$ cat config.mk
export PLATFORM = sky130hd
export DESIGN_NAME = thread_sched
export DESIGN_NICKNAME = d
export VERILOG_FILES = /design/src/rtl/tsched_pkg.sv /design/src/rtl/tsched_lifo.sv /design/src/rtl/tsched_futex_tbl.sv /design/src/rtl/thread_sched.sv
export SDC_FILE = /design/constraint.sdc
export NUM_CORES = 1
export LEC_CHECK = 0
export BUFFER_PORTS_ARGS = -buffer_cell sky130_fd_sc_hd__buf_2
export CAP_MARGIN = 30
export CORE_MARGIN = 2
export CORE_UTILIZATION = 54
export DETAILED_ROUTE_END_ITERATION = 10
export PLACE_DENSITY = 0.73
export SKIP_LAST_GASP = 1
export SLEW_MARGIN = 20
export SYNTH_ARGS = -nofsm -noshare
export SYNTH_HDL_FRONTEND = slang
export SYNTH_SLANG_ARGS = --single-unit
$ cat constraint.sdc
create_clock -name clk -period 6.4 [get_ports clk]
set_input_delay 0.64 -clock clk [delete_from_list [all_inputs] [get_ports clk]]
set_output_delay 0.64 -clock clk [all_outputs]
set_load 0.005 [all_outputs]
$ cat src/rtl/tsched_pkg.sv
package tsched_pkg;
  typedef enum logic [2:0] {
    OP_STEP  = 3'd0,
    OP_YIELD = 3'd1,
    OP_WAIT  = 3'd2,
    OP_WAKE  = 3'd3,
    OP_EXIT  = 3'd4,
    OP_SPAWN = 3'd5
  } sched_op_e;
endpackage

$ cat src/rtl/tsched_lifo.sv
module tsched_lifo #(
  parameter int DEPTH = 8,
  parameter int W     = 3,
  localparam int CW   = $clog2(DEPTH + 1)
) (
  input  logic          clk,
  input  logic          rst_n,
  input  logic          push,
  input  logic          pop,
  input  logic [W-1:0]  din,
  output logic [W-1:0]  top,
  output logic [CW-1:0] cnt,
  output logic          full
);
  logic [W-1:0]  slot_q [DEPTH];
  logic [CW-1:0] cnt_q, cnt_n;

  assign full = (cnt_q == CW'(DEPTH));
  assign cnt  = cnt_q;

  always_comb begin
    cnt_n = cnt_q;
    if (push && !pop)      cnt_n = cnt_q + 1'b1;
    else if (pop && !push) cnt_n = cnt_q - 1'b1;
  end

  always_ff @(posedge clk or negedge rst_n) begin
    if (!rst_n) cnt_q <= '0;
    else        cnt_q <= cnt_n;
  end

  for (genvar i = 0; i < DEPTH; i++) begin : g_slot
    logic wr_en;
    assign wr_en = push && ((!pop && cnt_q == CW'(i)) || (pop && cnt_q == CW'(i + 1)));
    always_ff @(posedge clk or negedge rst_n) begin
      if (!rst_n)     slot_q[i] <= '0;
      else if (wr_en) slot_q[i] <= din;
    end
  end

  always_comb begin
    top = '0;
    for (int i = 0; i < DEPTH; i++)
      if (cnt_q == CW'(i + 1)) top = slot_q[i];
  end

  AST_NO_PUSH_FULL: assert property (@(posedge clk) disable iff (!rst_n)
    (push && !pop) |-> (cnt_q != CW'(DEPTH)));
  AST_NO_POP_EMPTY: assert property (@(posedge clk) disable iff (!rst_n)
    pop |-> (cnt_q != '0));
endmodule

$ cat src/rtl/tsched_futex_tbl.sv
module tsched_futex_tbl #(
  parameter int NTHR   = 4,
  parameter int ADDR_W = 64,
  parameter int DATA_W = 32,
  parameter int STEP_W = 64,
  localparam int IW    = $clog2(NTHR)
) (
  input  logic              clk,
  input  logic              rst_n,
  input  logic              set_en,
  input  logic              clr_en,
  input  logic              exit_en,
  input  logic [IW-1:0]     wr_idx,
  input  logic [ADDR_W-1:0] set_addr,
  input  logic [DATA_W-1:0] set_val,
  input  logic [STEP_W-1:0] set_tmo,
  input  logic [IW-1:0]     rd_idx,
  output logic [ADDR_W-1:0] rd_addr,
  output logic [DATA_W-1:0] rd_val,
  output logic [STEP_W-1:0] rd_tmo,
  output logic              rd_exit
);
  logic [ADDR_W-1:0] addr_q [NTHR];
  logic [DATA_W-1:0] val_q  [NTHR];
  logic [STEP_W-1:0] tmo_q  [NTHR];
  logic              exit_q [NTHR];

  for (genvar i = 0; i < NTHR; i++) begin : g_ent
    logic hit;
    assign hit = (wr_idx == IW'(i));
    always_ff @(posedge clk or negedge rst_n) begin
      if (!rst_n) begin
        addr_q[i] <= '1;
        val_q[i]  <= '0;
        tmo_q[i]  <= '0;
        exit_q[i] <= 1'b0;
      end else if (hit && set_en) begin
        addr_q[i] <= set_addr;
        val_q[i]  <= set_val;
        tmo_q[i]  <= set_tmo;
      end else if (hit && clr_en) begin
        addr_q[i] <= '1;
        val_q[i]  <= '0;
        tmo_q[i]  <= '0;
        exit_q[i] <= 1'b0;
      end else if (hit && exit_en) begin
        exit_q[i] <= 1'b1;
      end
    end
  end

  always_comb begin
    rd_addr = '1;
    rd_val  = '0;
    rd_tmo  = '0;
    rd_exit = 1'b0;
    for (int i = 0; i < NTHR; i++)
      if (rd_idx == IW'(i)) begin
        rd_addr = addr_q[i];
        rd_val  = val_q[i];
        rd_tmo  = tmo_q[i];
        rd_exit = exit_q[i];
      end
  end

  AST_ONE_WRITE: assert property (@(posedge clk) disable iff (!rst_n)
    $countones({set_en, clr_en, exit_en}) <= 1);
endmodule

$ cat src/rtl/thread_sched.sv
module thread_sched
  import tsched_pkg::*;
#(
  parameter int NTHR    = 4,
  parameter int ADDR_W  = 64,
  parameter int DATA_W  = 32,
  parameter int STEP_W  = 64,
  parameter int QUANTUM = 100000,
  localparam int ID_W   = $clog2(NTHR),
  localparam int CW     = $clog2(NTHR + 1),
  localparam int CTX_W  = $clog2(QUANTUM + 1)
) (
  input  logic              clk,
  input  logic              rst_n,
  input  logic              step_en,
  input  logic [2:0]        op,
  input  logic [ADDR_W-1:0] op_addr,
  input  logic [DATA_W-1:0] op_val,
  input  logic [STEP_W-1:0] op_tmo,
  input  logic [ID_W-1:0]   spawn_id,
  input  logic [STEP_W-1:0] cur_step,
  input  logic              mem_differs,
  output logic [ID_W-1:0]   active_id,
  output logic              active_valid,
  output logic [ADDR_W-1:0] act_futex_addr,
  output logic [DATA_W-1:0] act_futex_val,
  output logic              wake_busy,
  output logic              dir_right,
  output logic              err_empty,
  output logic              err_overflow
);
  localparam logic [CTX_W-1:0]  QMAX = CTX_W'(QUANTUM);
  localparam logic [ADDR_W-1:0] ONES = '1;

  logic              dir_q, dir_n;
  logic [ADDR_W-1:0] wake_q, wake_n;
  logic [CTX_W-1:0]  ctx_q, ctx_n;
  logic              eemp_q, eemp_n, eovf_q, eovf_n;

  logic            push [2];
  logic            pop  [2];
  logic [ID_W-1:0] pdat [2];
  logic [ID_W-1:0] top  [2];
  logic [CW-1:0]   cnt  [2];
  logic            full [2];

  logic              t_set, t_clr, t_ex;
  logic [ID_W-1:0]   t_idx;
  logic [STEP_W-1:0] act_tmo;
  logic              act_exit;
  logic              busy, preempt, discard, wake_go;
  sched_op_e         opc;

  // index 0 = left stack, index 1 = right stack
  for (genvar s = 0; s < 2; s++) begin : g_stk
    tsched_lifo #(.DEPTH(NTHR), .W(ID_W)) u_stk (
      .clk(clk), .rst_n(rst_n), .push(push[s]), .pop(pop[s]), .din(pdat[s]),
      .top(top[s]), .cnt(cnt[s]), .full(full[s]));
  end

  tsched_futex_tbl #(.NTHR(NTHR), .ADDR_W(ADDR_W), .DATA_W(DATA_W), .STEP_W(STEP_W)) u_tbl (
    .clk(clk), .rst_n(rst_n), .set_en(t_set), .clr_en(t_clr), .exit_en(t_ex),
    .wr_idx(t_idx), .set_addr(op_addr), .set_val(op_val), .set_tmo(op_tmo),
    .rd_idx(active_id), .rd_addr(act_futex_addr), .rd_val(act_futex_val),
    .rd_tmo(act_tmo), .rd_exit(act_exit));

  assign opc          = sched_op_e'(op);
  assign active_id    = top[dir_q];
  assign active_valid = (cnt[dir_q] != '0);
  assign busy         = (wake_q != ONES);
  assign wake_busy    = busy;
  assign dir_right    = dir_q;
  assign err_empty    = eemp_q;
  assign err_overflow = eovf_q;

  always_comb begin
    push[0] = 1'b0; push[1] = 1'b0;
    pop[0]  = 1'b0; pop[1]  = 1'b0;
    pdat[0] = '0;   pdat[1] = '0;
    dir_n = dir_q; wake_n = wake_q; ctx_n = ctx_q;
    eemp_n = eemp_q; eovf_n = eovf_q;
    t_set = 1'b0; t_clr = 1'b0; t_ex = 1'b0; t_idx = active_id;
    preempt = 1'b0; discard = 1'b0; wake_go = 1'b0;
    if (step_en) begin
      if (opc == OP_SPAWN) begin
        t_idx = spawn_id;
        if (full[dir_q]) eovf_n = 1'b1;
        else begin
          push[dir_q] = 1'b1;
          pdat[dir_q] = spawn_id;
          t_clr       = 1'b1;
        end
      end else if (cnt[dir_q] == '0) begin
        if (cnt[~dir_q] == '0) eemp_n = 1'b1;
        else                   dir_n  = ~dir_q;
      end else if (busy) begin
        if (act_futex_addr == wake_q) wake_n = ONES;
        else begin
          preempt = 1'b1;
          if (dir_q && cnt[1] == CW'(1)) wake_n = ONES;
        end
      end else if (act_exit) begin
        discard = 1'b1;
      end else if (act_futex_addr != ONES) begin
        if (cur_step > act_tmo || mem_differs) t_clr   = 1'b1;
        else                                   preempt = 1'b1;
      end else if (ctx_q >= QMAX) begin
        preempt = 1'b1;
      end else begin
        ctx_n = ctx_q + 1'b1;
        unique case (opc)
          OP_YIELD: preempt = 1'b1;
          OP_WAIT:  t_set   = 1'b1;
          OP_WAKE:  begin preempt = 1'b1; wake_go = 1'b1; wake_n = op_addr; end
          OP_EXIT:  t_ex    = 1'b1;
          default:  ;
        endcase
      end
      if (preempt || discard) begin
        pop[dir_q] = 1'b1;
        ctx_n      = '0;
        if (cnt[dir_q] == CW'(1)) dir_n = ~dir_q;
      end
      if (preempt) begin
        if (full[~dir_q]) eovf_n = 1'b1;
        else begin
          push[~dir_q] = 1'b1;
          pdat[~dir_q] = active_id;
        end
      end
      if (wake_go) dir_n = (dir_q || cnt[0] > CW'(1)) ? 1'b0 : 1'b1;
    end
  end

  always_ff @(posedge clk or negedge rst_n) begin
    if (!rst_n) begin
      dir_q  <= 1'b1;
      wake_q <= ONES;
      ctx_q  <= '0;
      eemp_q <= 1'b0;
      eovf_q <= 1'b0;
    end else begin
      dir_q  <= dir_n;
      wake_q <= wake_n;
      ctx_q  <= ctx_n;
      eemp_q <= eemp_n;
      eovf_q <= eovf_n;
    end
  end

  AST_ACTIVE_EXISTS: assert property (@(posedge clk) disable iff (!rst_n)
    (cnt[0] != '0 || cnt[1] != '0) |-> (cnt[dir_q] != '0));
  AST_CTX_BOUND: assert property (@(posedge clk) disable iff (!rst_n)
    ctx_q <= QMAX);
  AST_SCAN_NO_UPDATE: assert property (@(posedge clk) disable iff (!rst_n)
    (step_en && busy && opc != OP_SPAWN) |-> !(t_set || t_clr || t_ex));
  AST_EMPTY_STICKY: assert property (@(posedge clk) disable iff (!rst_n)
    eemp_q |=> eemp_q);
  AST_OVF_STICKY: assert property (@(posedge clk) disable iff (!rst_n)
    eovf_q |=> eovf_q);
endmodule

==> Word-level counts from Yosys, hierarchy flattened <==
Cells that the tools add are included.
{ "word_totals": {"out_inout_bits": 103, "inputBits": 233, "regBits": 750, "elab_cells": 343} }
{ "op_classes": {"reduce_logical": 84, "n_eq_ne": 33, "magnitude_cmp": 7, "mux": 172, "add_sub_neg": 5, "bitwise": 11} }
{ "ops": {"columns": ["cell", "n"], "rows": [
  ["2-to-1 mux 64 bit", 31],
  ["2-to-1 mux 32 bit", 12],
  ["inequality test 64 bit, second input constant", 2],
  ["2-to-1 mux 17 bit", 7],
  ["2-to-1 mux 1 bit", 78],
  ["equality test 64 bit", 1],
  ["> comparator 64 bit", 1],
  ["2-to-1 mux 2 bit", 23],
  ["logical AND 1 bit", 43],
  ["2-to-1 mux 3 bit", 10],
  ["2-to-1 mux 4 bit", 6],
  ["nonzero test 2 bit", 11],
  ["equality test 3 x 2 -> 1 bit, second input constant", 6],
  ["adder 17 x 1 -> 17 bit, second input constant", 1],
  [">= comparator 17 bit, second input constant", 1],
  ["equality test 3 x 1 -> 1 bit, second input constant", 4],
  ["equality test 3 bit, second input constant", 4],
  ["zero test 3 bit", 4],
  ["inequality test 2 x 1 -> 1 bit, second input constant", 6],
  ["logical OR 1 bit", 11],
  ["equality test 2 bit, second input constant", 4],
  ["AND reduction 2 bit", 4],
  ["AND reduction 8 bit", 1],
  ["inverter 1 bit", 7],
  ["20 further kinds", 34]
]} }

==> Longest topological paths before layout <==
{ "logic_depth": {"depth_word": 29, "ltp_mapped": 33} }

==> By module <==
Synthesis repeated with hierarchy kept, for this count alone.
{ "unflattened": {"hier_cells": 2683, "hier_area_um2": 35432.7} }
{ "modules_own_cells": {"columns": ["mod", "area_per_inst_um2", "seq_area_each_um2", "cells_each", "instances"], "rows": [
  ["tsched_futex_tbl", 26786.9, 16435.8, 1652, 1],
  ["thread_sched", 7262.0, 2183.3, 904, 1],
  ["tsched_lifo at g_stk[0].u_stk", 700.7, 275.3, 65, 1],
  ["tsched_lifo at g_stk[1].u_stk", 683.2, 275.3, 62, 1]
]} }

==> Least setup slack after synthesis <==
Ideal clock, no wire load.
{ "synth_path": {"path_type": "register -> register", "from": "register g_stk[0].u_stk.cnt_q[0]", "to": "register g_stk[1].u_stk.slot_q[6] (netlist name)", "path_slack_ns": -0.042, "setup_ns": 0.125, "path_buffers": 6, "stages_incl_launch_ff": 30, "synth_period_minus_slack_ns": 6.442, "required_time_ns": 6.275, "t_arrival_ns": 6.317, "cell_sequence": "dfrtp_1 inv_1 ha_1 and3_1 a31oi_1 o22ai_1 nor2_2 clkbuf_1 clkbuf_1 clkbuf_1 clkbuf_1 clkbuf_1 nand2_1 nand3_1 nand2_1 ha_1 a21o_1 a21o_1 a2111oi_0 nor4b_1 o211a_1 o31ai_1 nand3_1 a31o_2 o31ai_1 o311a_1 buf_6 o21ai_1 a221oi_1 mux2_2"} }
{ "synth_between": {"elab_chain_cells": 29} }
{ "synth_rtl": {"columns": ["element", "line_no", "rtl"], "rows": [
  ["start, declared", "tsched_lifo.sv:16", "logic [CW-1:0] cnt_q, cnt_n;"],
  ["start signal, assigned", "tsched_lifo.sv:29", "else cnt_q <= cnt_n;"],
  ["equality test 3 x 1 -> 1 bit", "tsched_lifo.sv:44", "if (cnt_q == CW'(i + 1)) top = slot_q[i];"],
  ["2-to-1 mux 2 bit (4 in a row)", "tsched_lifo.sv:44", null],
  ["2-to-1 mux 2 bit (not written as such) (3 in a row)", "thread_sched.sv:68", "assign active_id = top[dir_q];"],
  ["zero test 2 bit", "tsched_futex_tbl.sv:58", "if (rd_idx == IW'(i)) begin"],
  ["2-to-1 mux 64 bit (4 in a row)", "tsched_futex_tbl.sv:58", null],
  ["> comparator 64 bit", "thread_sched.sv:105", "if (cur_step > act_tmo || mem_differs) t_clr = 1'b1;"],
  ["logical OR 1 bit", "thread_sched.sv:105", null],
  ["2-to-1 mux 1 bit", "thread_sched.sv:105", null],
  ["(+5 left out)", null, null],
  ["2-to-1 mux 1 bit", "thread_sched.sv:84", "if (step_en) begin"],
  ["logical OR 1 bit", "thread_sched.sv:119", "if (preempt || discard) begin"],
  ["2-to-1 mux 2 bit", "thread_sched.sv:119", null],
  ["2-to-1 mux 2 bit", "thread_sched.sv:84", null],
  ["zero test 1 bit", "tsched_lifo.sv:34", "assign wr_en = push && ((!pop && cnt_q == CW'(i)) || (pop && cnt_q == CW'(i + 1)));"],
  ["logical AND 1 bit", "tsched_lifo.sv:34", null],
  ["logical OR 1 bit", "tsched_lifo.sv:34", null],
  ["logical AND 1 bit", "tsched_lifo.sv:34", null],
  ["end signal, assigned by index", "tsched_lifo.sv:37", "else if (wr_en) slot_q[i] <= din;"],
  ["end, declared", "tsched_lifo.sv:15", "logic [W-1:0] slot_q [DEPTH];"]
]} }
Several ways; a longest one is shown, not always the timed one. The select of a mux whose other input is x is not followed.
A chain may end at the register's enable or synchronous reset.

==> Worst setup path in the final report <==
{ "layout_path": {"from": "register g_stk[0].u_stk.cnt_q[0]", "to": "register g_stk[0].u_stk.slot_q[0] (netlist name)"} }
{ "layout_between": {"elab_chain_cells": 29} }
{ "layout_rtl": {"columns": ["element", "line_no"], "rows": [
  ["equality test 3 x 1 -> 1 bit", "tsched_lifo.sv:44"],
  ["2-to-1 mux 2 bit (4 in a row)", "tsched_lifo.sv:44"],
  ["2-to-1 mux 2 bit (not written as such) (3 in a row)", "thread_sched.sv:68"],
  ["zero test 2 bit", "tsched_futex_tbl.sv:58"],
  ["2-to-1 mux 64 bit (4 in a row)", "tsched_futex_tbl.sv:58"],
  ["> comparator 64 bit", "thread_sched.sv:105"],
  ["logical OR 1 bit", "thread_sched.sv:105"],
  ["2-to-1 mux 1 bit", "thread_sched.sv:105"],
  ["(+5 left out)", null],
  ["2-to-1 mux 1 bit", "thread_sched.sv:84"],
  ["logical OR 1 bit", "thread_sched.sv:119"],
  ["2-to-1 mux 2 bit", "thread_sched.sv:119"],
  ["2-to-1 mux 2 bit", "thread_sched.sv:84"],
  ["zero test 1 bit", "tsched_lifo.sv:34"],
  ["logical AND 1 bit", "tsched_lifo.sv:34"],
  ["logical OR 1 bit", "tsched_lifo.sv:34"],
  ["logical AND 1 bit", "tsched_lifo.sv:34"],
  ["end signal, assigned by index", "tsched_lifo.sv:37"],
  ["end, declared", "tsched_lifo.sv:15"]
]} }
Several ways; a longest one is shown, not always the timed one. The select of a mux whose other input is x is not followed.

==> flow_summary.ini <==
[placement]
io_buffers = 335
gp_congestion = 0.999
dp_hpwl_um = 72000

[power]
total_power_w = 0.0181
leakage_nw = 18.5
p_int_w = 0.0116
vdd.ir_drop.worst_mv = 0.296
seqPwrFrac_pct = 37.2
switchingPower_w = 0.00651
power_density_nw_per_um2 = 433
combinationalPowerShare_pct = 35.7
clkPwrFrac_pct = 27.1
swShare_pct = 36.0

[worst_setup_path]
required_ns = 6.92
ff2ff_setup_slack_ns = 0.25
cp.arrival_ns = 6.67
r2r_start = g_stk[0].u_stk.cnt[0]$_DFFE_PN0P_
path_max_fanout = 20
crit_type = flip-flop to flip-flop
rr_worst_depth = 26
crit_path_end_kind = flip-flop
r2r_end = g_stk[0].u_stk.slot_q[0]$_DFFE_PN0P_
crit_path_start_kind = flip-flop

[yosys]
syn-num-nets = 3585
synth-xor-area-share_pct = 1.75
synth_mux_area_share_pct = 4.37
synth.most_common_cell = nand2_1
synth_area_leaders = dfrtp_1 30%, dfstp_2 23%, a22o_1 9.3%
avgSynthCellArea_um2 = 11.0
synth_top_family_by_area = compound AO/OA/AOI/OAI gates
synth_ff_type = dfrtp_1
ys_async_sr_fraction_pct = 100
synth_cell_types = 89
synth_top_area_share_pct = 29.8
ys_seq_elements = 750
synthSimpleGateAreaFrac_pct = 13.3
synth_commonest_cells = 565 x nand2_1, 429 x dfrtp_1, 384 x a22o_1, 321 x dfstp_2, 250 x o22a_1
synth_top_area_cell = dfrtp_1
synth_edf_count = 0
ys_warn_count = 0
yosysSeqAreaShare_pct = 53.3
synthCells = 3272
synthAdderAreaFrac_pct = 2.78
syn-cell-area_um2 = 36000
synth_compound_area_share_pct = 20.8

[status]
status = finished, violations left
violations = capacitance limit, slew limit

[worst_hold_path]
min_path_type = primary input to asynchronous set/reset pin

[finish]
drive_gt1_share_pct = 28.0
final_nets = 3856
area_growth_syn_to_layout_pct = 16.1
fillCellCount = 5080

[cts]
cts_sinks = 750
cts_tree = built
clk_pin_slew_ns = 0.06
cts_buffer_depth = 3
cts_inserted_buffers = 83
cts_root_buffer = clkbuf_16
cts_hold_buffers = 0
clk_latency_ns = 0.65
htreeDepth = 3

[timing]
rsz0062_at_grt = yes
hold_viol_final = 0
max_clock_freq_mhz = 163
period_needed_ns = 6.15
tns_ns = 0
fin_crit_sh_pct = 96.1
slew_violations = 8
clock_skew_ns = 0.0296
worst_slew_pin_slew_ns = 1.62
slew_headroom_pct = -8.60
setup_viol = 0

[route]
maxUsedRoutingLayer = met5
first_pass_iters = 5
ant_nets = 0
drt-total-wl_um = 115000
drt-met1-wl_um = 45000
wl_per_cell_um = 25.6
drc = 0
route.met3.wl_um = 10400
drt-vias-per-instance = 6.69
vias = 30057
dr.first_iter.drc_count = 3081
wl_met2_um = 54400

[floorplanning]
start_util_pct = 54.7
ios = 336
die-area_um2 = 68700
row_count = 94
die_y_um = 262
core_area_um2 = 65900
chipWidth_um = 262

[global_routing]
grt_use_total_pct = 32.9
grt_pass1_vias = 30303
grt_max_degree = 176
antenna_found_initial = 31
grt-ovfl-total = 0
grt_pass1_wl_um = 176000

[flow_run]
drv_cap = 1
per-layer routing:
layer  vias to the layer above  track usage, %
li1                      12705               -
met2                      1628            52.1
met1                     15360            43.4
met4                        22            15.2
met5                         -               0
met3                       342            7.35
flip-flops by register name (all words and copies together), names as in the netlist:
signal and flops:
u_tbl.val_q 128, wake_q 64, ctx_q 17, dir_right 1, g_stk.u_stk.slot_q 16, g_stk.u_stk.cnt 6, u_tbl.tmo_q 256, u_tbl.addr_q 256
u_tbl.exit_q 4, err_empty 1, err_overflow 1
area by class of cell:
class,count,area [um^2],area share (%)
timing repair buffer,436,2850,6.83
tap,864,1080,2.59
sequential,750,19200,45.9
multi-input combinational,2229,15600,37.4
inverter,43,169,0.404
clock inverter,33,425,1.02
antenna,23,57.6,0.138
clock buffer,114,2400,5.73
how the worst max path moves through the flow:
stage	slack [ns]	startpoint	endpoint	cells after the start
final	0.25	g_stk[0].u_stk.cnt[0]$_DFFE_PN0P_	g_stk[0].u_stk.slot_q[0]$_DFFE_PN0P_	26
after detailed placement	-0.09	g_stk[0].u_stk.cnt[0]$_DFFE_PN0P_	g_stk[0].u_stk.slot_q[0]$_DFFE_PN0P_	25
after floorplan	0.06	g_stk[0].u_stk.cnt[0]$_DFFE_PN0P_	g_stk[1].u_stk.slot_q[6]$_DFFE_PN0P_	29
after CTS	0.02	g_stk[0].u_stk.cnt[0]$_DFFE_PN0P_	u_tbl.tmo_q[114]$_DFFE_PN0P_	19
after global routing	-0.06	g_stk[0].u_stk.cnt[0]$_DFFE_PN0P_	g_stk[0].u_stk.cnt[2]$_DFFE_PN0P_	29
after global placement	0.09	g_stk[0].u_stk.cnt[0]$_DFFE_PN0P_	u_tbl.tmo_q[109]$_DFFE_PN0P_	19
repair_timing:
item	CTS	global route
setup buffers	1	7
pin swaps	1	6
gates resized for setup	1	20
cloned	0	4
setup endpoints to repair	47	660
layout by cell type (no fill, tap or decap), types with 23 or more instances in the layout:
cell type    n
dfstp_2    321
and3_1      43
nor3_1      24
buf_4       65
diode_2     23
xor2_1      35
a31oi_1     40
xnor2_1     37
clkbuf_16   86
buf_12      30
buf_2      335
nand2_1    560
a21oi_1     46
a22o_1     384
ha_1        80
mux4_2      43
nor2_1     106
nand4_1     66
o22a_1     250
o21ai_0     81
inv_1       40
nor4_1      24
nand3_1    162
dfrtp_1    426
critical path: stages, from the launching register on:
cell       delay, ns
dfrtp_2         0.46
inv_1           0.13
ha_1            0.26
and3b_1         0.20
a21oi_1         0.19
o22ai_2         0.15
nor2_4          0.23
buf_12          0.22
buf_4           0.24
nand2_1         0.08
nand3_1         0.08
nand2_1         0.06
ha_1            0.19
a21o_1          0.17
a21o_1          0.17
a2111oi_1       0.42
nor4b_1         0.12
o211a_1         0.25
o21ai_0         0.36
nand4_1         0.14
a31o_2          0.28
o31ai_1         0.14
o311a_1         0.35
buf_4           0.19
o311ai_4        0.17
a221oi_2        0.40
mux2_1          0.36
power groups by stage:
| stage | registers, W | clock network [W] | logic, W |
|---|---|---|---|
| 2_1_floorplan | 0.00654 | 0 | 0.00389 |
| 3_3_place_gp | 0.00669 | 0 | 0.00610 |
| 3_5_place_dp | 0.00677 | 0 | 0.00623 |
| 4_1_cts | 0.00670 | 0.00497 | 0.00627 |
| 5_1_grt | 0.00682 | 0.00516 | 0.00690 |
| 6_report | 0.00674 | 0.00490 | 0.00647 |
logic make-up (layout without fill, tap and decap cells):
kind of cell,count (synthesis),after routing
AO/OA/AOI/OAI,927,927
other,0,23
flip-flops,750,750
XOR/XNOR,72,72
AND/OR/NAND/NOR,1056,1059
adder cells (fa/ha/maj),80,80
buffers and inverters,296,626
multiplexers,91,91
stage by stage:
stage               instance area [um^2]  instances  hold WS (ns)  util (%)  setup slack [ns]
floorplan                          36000       3272         0.344         -            0.0643
global placement                   38700       4307         0.462      58.7            0.0897
detailed placement                 38700       4308         0.473      58.7           -0.0921
CTS                                41500       4456        0.0824      63.0            0.0151
global route                       41800       4486         0.120      63.4           -0.0596
finish                             41800       4492        0.0677      63.4             0.250
No activity file was read; power rests on OpenSTA's default activity.
